[config.mk]
export PLATFORM = sky130hd
export DESIGN_NAME = dram_strobe_sel
export DESIGN_NICKNAME = d
export VERILOG_FILES = /design/src/rtl/dss_pkg.sv /design/src/rtl/dss_track.sv /design/src/rtl/dss_lanes.sv /design/src/rtl/dss_drive.sv /design/src/rtl/dram_strobe_sel.sv
export SDC_FILE = /design/constraint.sdc
export NUM_CORES = 1
export LEC_CHECK = 0
export BUFFER_PORTS_ARGS = -buffer_cell sky130_fd_sc_hd__buf_2
export CAP_MARGIN = 25
export CORE_AREA = 2 2 39 41
export CTS_CLUSTER_SIZE = 40
export DETAILED_ROUTE_END_ITERATION = 10
export DIE_AREA = 0 0 41 43
export PLACE_DENSITY = 0.48
export SYNTH_ARGS = -nofsm -noshare
export SYNTH_HDL_FRONTEND = slang
export SYNTH_SLANG_ARGS = --single-unit
[constraint.sdc]
create_clock -name clk -period 3.43 [get_ports clk]
set_input_delay 0.343 -clock clk [delete_from_list [all_inputs] [get_ports clk]]
set_output_delay 0.343 -clock clk [all_outputs]
set_load 0.01 [all_outputs]
[src/rtl/dss_pkg.sv]
package dss_pkg;
  localparam int LANES = 4;
  localparam int OFF_W = $clog2(LANES);

  typedef enum logic [1:0] {
    SZ_LONG   = 2'b00,
    SZ_BYTE   = 2'b01,
    SZ_WORD   = 2'b10,
    SZ_TRIPLE = 2'b11
  } siz_e;
endpackage

[src/rtl/dss_track.sv]
module dss_track #(
  parameter int BANK_W = 1
) (
  input  logic              clk,
  input  logic              rst_n,
  input  logic              ras_tim_n,
  input  logic              cas_tim_n,
  input  logic [BANK_W-1:0] bank_addr,
  output logic [BANK_W-1:0] bank_sel,
  output logic              refresh
);
  logic              ras_q, cas_q, refr_q;
  logic [BANK_W-1:0] bank_q;
  logic              ras_fall, cas_fall, ref_start, both_idle;

  assign ras_fall  = ras_q & ~ras_tim_n;
  assign cas_fall  = cas_q & ~cas_tim_n;
  assign ref_start = cas_fall & ras_tim_n;
  assign both_idle = ras_tim_n & cas_tim_n;
  assign refresh   = refr_q | ref_start;
  assign bank_sel  = ras_fall ? bank_addr : bank_q;

  always_ff @(posedge clk or negedge rst_n) begin
    if (!rst_n) begin
      ras_q  <= 1'b1;
      cas_q  <= 1'b1;
      refr_q <= 1'b0;
      bank_q <= '0;
    end else begin
      ras_q <= ras_tim_n;
      cas_q <= cas_tim_n;
      if (ras_fall) bank_q <= bank_addr;
      if (ref_start)      refr_q <= 1'b1;
      else if (both_idle) refr_q <= 1'b0;
    end
  end

  AST_REF_HOLD: assert property (@(posedge clk) disable iff (!rst_n)
    (refr_q && !both_idle) |=> refr_q) else $error("refresh dropped early");
  AST_REF_CLEAR: assert property (@(posedge clk) disable iff (!rst_n)
    (both_idle && !ref_start) |=> !refr_q) else $error("refresh stuck");
endmodule

[src/rtl/dss_lanes.sv]
module dss_lanes
  import dss_pkg::*;
(
  input  logic             cpu_cycle,
  input  logic             rd,
  input  logic             brg_en,
  input  logic             brg_half,
  input  logic [1:0]       siz,
  input  logic [OFF_W-1:0] a_lo,
  output logic [LANES-1:0] lane_en
);
  localparam int LW   = OFF_W + 1;
  localparam int HALF = LANES / 2;

  logic [LW-1:0]    span, first, last;
  logic [LANES-1:0] cpu_mask, chip_mask, brg_keep;

  assign span  = (siz_e'(siz) == SZ_LONG) ? LW'(LANES) : LW'(siz);
  assign first = {1'b0, a_lo};
  assign last  = first + span - LW'(1);

  for (genvar i = 0; i < LANES; i++) begin : g_lane
    assign cpu_mask[i]  = (LW'(i) >= first) && (LW'(i) <= last);
    assign chip_mask[i] = ((i >= HALF) ? 1'b1 : 1'b0) == a_lo[OFF_W-1];
    assign brg_keep[i]  = ((i >= HALF) ? 1'b1 : 1'b0) != brg_half;
  end

  always_comb begin
    if (rd)             lane_en = brg_en ? brg_keep : '1;
    else if (cpu_cycle) lane_en = cpu_mask;
    else                lane_en = chip_mask;
  end
endmodule

[src/rtl/dss_drive.sv]
module dss_drive #(
  parameter int NUM_BANKS = 2,
  parameter int LANES     = 4,
  parameter int BANK_W    = 1
) (
  input  logic                 clk,
  input  logic                 rst_n,
  input  logic                 ras_tim_n,
  input  logic                 cas_tim_n,
  input  logic [BANK_W-1:0]    bank_sel,
  input  logic                 refresh,
  input  logic [LANES-1:0]     lane_en,
  output logic [NUM_BANKS-1:0] ras_n,
  output logic [LANES-1:0]     cas_n
);
  for (genvar b = 0; b < NUM_BANKS; b++) begin : g_bank
    assign ras_n[b] = ras_tim_n | ~(refresh | (bank_sel == BANK_W'(b)));
  end

  for (genvar i = 0; i < LANES; i++) begin : g_cas
    assign cas_n[i] = cas_tim_n | ~(refresh | lane_en[i]);
  end

  AST_ONE_BANK: assert property (@(posedge clk) disable iff (!rst_n)
    !refresh |-> $countones(~ras_n) <= 1) else $error("two banks selected");
  AST_RAS_IDLE: assert property (@(posedge clk) disable iff (!rst_n)
    ras_tim_n |-> (&ras_n)) else $error("row select without strobe");
  AST_CAS_IDLE: assert property (@(posedge clk) disable iff (!rst_n)
    cas_tim_n |-> (&cas_n)) else $error("column select without strobe");
  AST_REF_ALL: assert property (@(posedge clk) disable iff (!rst_n)
    (refresh && !ras_tim_n && !cas_tim_n) |-> (ras_n == '0 && cas_n == '0))
    else $error("refresh missing strobes");
endmodule

[src/rtl/dram_strobe_sel.sv]
module dram_strobe_sel
  import dss_pkg::*;
#(
  parameter int NUM_BANKS = 2,
  parameter int BANK_W    = $clog2(NUM_BANKS)
) (
  input  logic                 clk,
  input  logic                 rst_n,
  input  logic                 ras_tim_n,
  input  logic                 cas_tim_n,
  input  logic [BANK_W-1:0]    bank_addr,
  input  logic                 cpu_cycle,
  input  logic                 rd,
  input  logic                 brg_en,
  input  logic                 brg_half,
  input  logic [1:0]           siz,
  input  logic [OFF_W-1:0]     a_lo,
  output logic [NUM_BANKS-1:0] ras_n,
  output logic [LANES-1:0]     cas_n
);
  localparam int HALF = LANES / 2;

  logic [BANK_W-1:0] bank_sel;
  logic              refresh;
  logic [LANES-1:0]  lane_en;

  dss_track #(.BANK_W(BANK_W)) i_track (
    .clk(clk), .rst_n(rst_n), .ras_tim_n(ras_tim_n), .cas_tim_n(cas_tim_n),
    .bank_addr(bank_addr), .bank_sel(bank_sel), .refresh(refresh)
  );

  dss_lanes i_lanes (
    .cpu_cycle(cpu_cycle), .rd(rd), .brg_en(brg_en), .brg_half(brg_half),
    .siz(siz), .a_lo(a_lo), .lane_en(lane_en)
  );

  dss_drive #(.NUM_BANKS(NUM_BANKS), .LANES(LANES), .BANK_W(BANK_W)) i_drive (
    .clk(clk), .rst_n(rst_n), .ras_tim_n(ras_tim_n), .cas_tim_n(cas_tim_n),
    .bank_sel(bank_sel), .refresh(refresh), .lane_en(lane_en),
    .ras_n(ras_n), .cas_n(cas_n)
  );

  AST_BANK_HELD: assert property (@(posedge clk) disable iff (!rst_n)
    (!ras_tim_n && $past(!ras_tim_n) && !refresh && $past(!refresh))
      |-> ras_n == $past(ras_n)) else $error("bank moved mid cycle");
  AST_BRIDGE_GUARD: assert property (@(posedge clk) disable iff (!rst_n)
    (rd && brg_en && !refresh)
      |-> (brg_half ? (&cas_n[LANES-1:HALF]) : (&cas_n[HALF-1:0])))
    else $error("bridged half strobed");
endmodule

Word-level counts from Yosys, hierarchy flattened
Cells that the tools add are included.

storage, ports and cells
  register bits = 4
  latch bits = 0
  memory bits (writable) = 0
  bits in read-only memories = 0
  input bits = 13
  output and inout bits = 6
  logic and storage cells = 55
  memories kept = 0

cells by class
  add/subtract/negate cells = 2
  multiply operators = 0
  div/mod/pow operators = 0
  $lt $le $gt $ge = 8
  equal/unequal tests = 0
  shifts and indexed selects = 0
  multiplexer cells = 7
  bitwise gates (word level) = 28
  reduce and logical (&&, ||, !) cells = 6

operators with widths
  operator                                                                            count
  1-bit OR                                                                            13
  4-bit 2-to-1 mux                                                                    3
  1-bit inverter                                                                      11
  1-bit by 3-bit less-or-equal comparator with 1-bit output, first input constant     2
  2-bit by 3-bit less-or-equal comparator with 1-bit output, first input constant     2
  1-bit AND                                                                           4
  1-bit by 2-bit greater-or-equal comparator with 1-bit output, first input constant  2
  2-bit greater-or-equal comparator, first input constant                             2
  1-bit logical AND                                                                   4
  2-bit by 3-bit adder with 3-bit output                                              1
  1-bit 2-to-1 mux                                                                    3
  3-bit 2-to-1 mux                                                                    1
  3-bit by 1-bit subtractor with 3-bit output, second input constant                  1
  2-bit logical NOT                                                                   1
  2-bit nonzero test                                                                  1

Logic depth before layout (Yosys ltp)
  depth after elaboration = 11
  depth in mapped cells = 8
  mapped depth without buffers = 8

By module
Synthesis repeated with hierarchy kept, for this count alone.

unflattened totals
  cells, all modules = 44
  area total of the unflattened synthesis = 371.6 sq um

modules (own cells, without submodules)
  module     times used  cells an instance  area each (sq um)  seq. area each (sq um)
  dss_lanes  1           27                 177.7              0.0
  dss_track  1           10                 145.1              102.6
  dss_drive  1           7                  48.8               0.0

Worst setup path before layout
OpenSTA, ideal clock, no wires.

  path type = in2out
  from = input a_lo[1]
  to = output cas_n[3]
  arrival time = 1.579 ns
  data required time = 3.087 ns
  slack = 1.508 ns
  stages on the path = 8
  buffers on the path = 0
  path through = inv_1 -> ha_1 -> inv_1 -> ha_1 -> xor2_1 -> xnor2_1 -> a31oi_1 -> o21ai_0

between the ends
  word-level cells in the longest chain between the ends = 9
  elaborated cells between the ends (all ways) = 10

RTL lines
  item                                                       RTL line               source
  start: declaration                                         dram_strobe_sel.sv:17  input logic [OFF_W-1:0] a_lo,
  2-bit by 3-bit adder with 3-bit output                     dss_lanes.sv:20        assign last = first + span - LW'(1);
  3-bit by 1-bit subtractor with 3-bit output                dss_lanes.sv:20
  2-bit by 3-bit less-or-equal comparator with 1-bit output  dss_lanes.sv:23        assign cpu_mask[i] = (LW'(i) >= first) && (LW'(i) <= last);
  1-bit logical AND                                          dss_lanes.sv:23
  4-bit 2-to-1 mux *                                         dss_lanes.sv:30        else if (cpu_cycle) lane_en = cpu_mask;
  4-bit 2-to-1 mux *                                         dss_lanes.sv:29        if (rd) lane_en = brg_en ? brg_keep : '1;
  1-bit OR *                                                 dss_drive.sv:21        assign cas_n[i] = cas_tim_n | ~(refresh | lane_en[i]);
  1-bit inverter *                                           dss_drive.sv:21
  1-bit OR *                                                 dss_drive.sv:21
  end: declaration                                           dram_strobe_sel.sv:19  output logic [LANES-1:0] cas_n

Mark *: on every way between the ends. The rest lies on a longest branch, timed or not.

Worst setup path after layout
Same ends and word-level chain as after synthesis.

==> metrics.csv <==
stage;metric;value;unit
logic_synthesis;ys_seq_area_frac;0.3015;
clock_network;clock_latency;0.24;ns
die;start_util;0.2459;
layout;seq_area;102.6;µm²
power_and_ir_drop;powerDensity;358.2;nW/µm²
grt;grt_first_pass_wirelength;1173;µm
drt;wl_per_cell;8.642;µm
placement;place_congestion;0.7026;
timing;worst_pin_slew;0.2778;ns
logic_synthesis;synthCells;42;
grt;grt_pass1_vias;334;
clock_network;clk_pin_slew;0.03;ns
drt;drc;0;
timing;fmax;457.7;MHz
layout;multi_input_area;203.9;µm²
grt;overflow;0;
layout;fill_cells;155;
drt;drtIter0Drc;0;
layout;final_core_util;0.3517;
clock_network;cts.sinks;4;
layout;syn2layout_area_growth;43.01;%
worst_hold_path;min_path_type;input port to flip-flop;
worst_setup_path;cp_data_arrival_time;1.84;ns
placement;dp.cells;76;
timing;hold_violations;0;
layout;instances_no_fill;81;
clock_network;clockRootBuffer;clkbuf_4;
grt;antenna_found_initial;0;
timing;clock_skew;0.01250;ns
logic_synthesis;synth_top_cell_by_area;dfstp_2;
clock_network;clockBufferDepth;2;
worst_setup_path;critical_path_class;input port to primary output;
drt;viasPerCell;4.568;
timing;fin_setup_tns;0;ns
layout;fin_nets;82;
die;die_y;43;µm
worst_setup_path;critical_path_required;3.09;ns
job;max-cap-violations;0;
clock_network;postCtsHoldBufs;1;
timing;final-setup-viol-count;0;
die;die_area;1763;µm²
die;design.core.area;1384;µm²
die;placementRows;14;
drt;vias;370;
placement;numPortBuffers;18;
layout;drive_gt1_frac;0.3692;
clock_network;postCtsSetupBuffers;0;
clock_network;ctsHtreeMaxLevel;1;
timing;fin_crit;2.185;ns
worst_setup_path;cp-start-kind;input port;
logic_synthesis;synth_seq_cells;4;
logic_synthesis;synth_cell_types;20;
clock_network;cts_tree;done;
logic_synthesis;yosysWarningCount;0;
timing;period_share;0.6369;
timing;fin_hold_ws;0.2507;ns
drt;dr.pass1.iters;1;
logic_synthesis;synth_top_cell_area_share;0.1544;
layout;antennaDiodeCount;0;
grt;grt.total_usage;0.09668;
grt;grt_max_degree;7;
worst_setup_path;path_max_fanout;5;
clock_network;cts_made_buffers;3;
drt;wl;700;µm
worst_setup_path;rrSetupSlack;2.44;ns
die;dieWidth;41;µm
power_and_ir_drop;p_leak;0.2624;nW
die;io_pins;19;
placement;dp_hpwl;585.5;µm
timing;slew_headroom;0.8139;
logic_synthesis;synthTopCellsByArea;dfstp_2 15%, dfrtp_1 15%, ha_1 11%;
drt;ant_nets;0;
clock_network;ctsResizeCount;0;
logic_synthesis;syn-cell-area;340.3;µm²
logic_synthesis;syn_avg_cell_area;8.103;µm²
worst_setup_path;crit_path_end_kind;primary output;
timing;drv_slew;0;
timing;grt_setup_unrepaired;false;
power_and_ir_drop;ir_drop;0.1050;mV
logic_synthesis;syn-num-nets;58;
run_status;status;finished clean;
-- where the power goes --
part           switching (mW)  internal, mW
combinational          0.0290        0.0265
clock                  0.0207        0.0437
sequential            0.00191        0.0526
total                  0.0516         0.123
-- worst max-delay path: stages --
cell	delay, ns
buf_2	0.12
inv_1	0.05
ha_1	0.26
inv_1	0.04
ha_1	0.19
xor2_1	0.15
xnor2_1	0.25
a31oi_1	0.12
o21ai_0	0.16
buf_2	0.16
-- sequential cells by signal, indices dropped and copies added, names as in the netlist --
signal,flops
i_track.cas_q,1
i_track.bank_q,1
i_track.refr_q,1
i_track.ras_q,1
-- cell families (layout without fill, tap and decap cells) --
logic type,Yosys count,after routing,share of synthesized area
DFF,4,4,0.3015
AOI/OAI and AO/OA,15,15,0.2831
buffers and inverters,9,32,0.09926
xor gates and xnor gates,2,2,0.05148
muxes,1,1,0.04410
adders and majority gates,3,3,0.1103
and+or+nand+nor,8,8,0.1103
-- per-stage QoR --
stage	setup WS (ns)	instance area [µm²]	power [mW]
after global routing	1.120	486.7	0.1874
after CTS	1.241	486.7	0.1785
final	1.245	486.7	0.1743
after global placement	1.246	450.4	0.1102
after detailed placement	1.249	450.4	0.1101
after floorplan	1.508	340.3	0.08774
-- cells in the mapped netlist --
cell,number
nor2b_1,1
nor2_1,1
a21o_1,1
dfstp_2,2
nand2_1,4
a311oi_1,1
inv_1,9
o21ai_1,1
a21oi_1,3
dfrtp_1,2
o21bai_1,2
o21ai_0,3
xor2_1,1
a311o_1,1
ha_1,3
a211oi_1,1
xnor2_1,1
nand2b_1,2
a31oi_1,2
mux2_4,1
-- layout make-up --
class | count | area share
multi-input cells | 29 | 0.4190
flip-flops and latches | 4 | 0.2108
repair buffers | 19 | 0.2057
inverters | 9 | 0.06941
clock buffers | 4 | 0.05398
well taps | 16 | 0.04113
-- cell usage in the layout, fill, tap and decap left out, drive strengths merged --
master        n
a311o         1
ha            3
a31oi         2
dfrtp         2
nand2         4
a311oi        1
a21oi         3
clkbuf        4
nand2b        2
o21bai        2
nor2b         1
dfstp         2
a21o          1
mux2          1
nor2          1
a211oi        1
o21ai         4
buf          18
inv           9
xnor2         1
dlygate4sd3   1
xor2          1
-- layer usage --
layer / vias up / part of all wire / track usage
li1: 188 / - / -
met1: 165 / 0.45 / 0.1104
met2: 17 / 0.45 / 0.1469
met3: 0 / 0.099 / 0.03141
met4: 0 / 0 / 0.06000
met5: - / 0 / 0
-- path summary, 6_finish.rpt --
path,from,end,cells past startpoint
setup / recovery,a_lo[1],cas_n[3],10
hold / removal,cas_tim_n,i_track.cas_q$_DFF_PN1_,1
setup reg to reg,i_track.ras_q$_DFF_PN1_,i_track.bank_q$_DFF_PN0_,2
hold reg to reg,i_track.bank_q$_DFF_PN0_,i_track.bank_q$_DFF_PN0_,1
max in group asynchronous,rst_n,i_track.cas_q$_DFF_PN1_,2
min in group asynchronous,rst_n,i_track.refr_q$_DFFE_PN0P_,2
(Power assumes the default switching activity.)
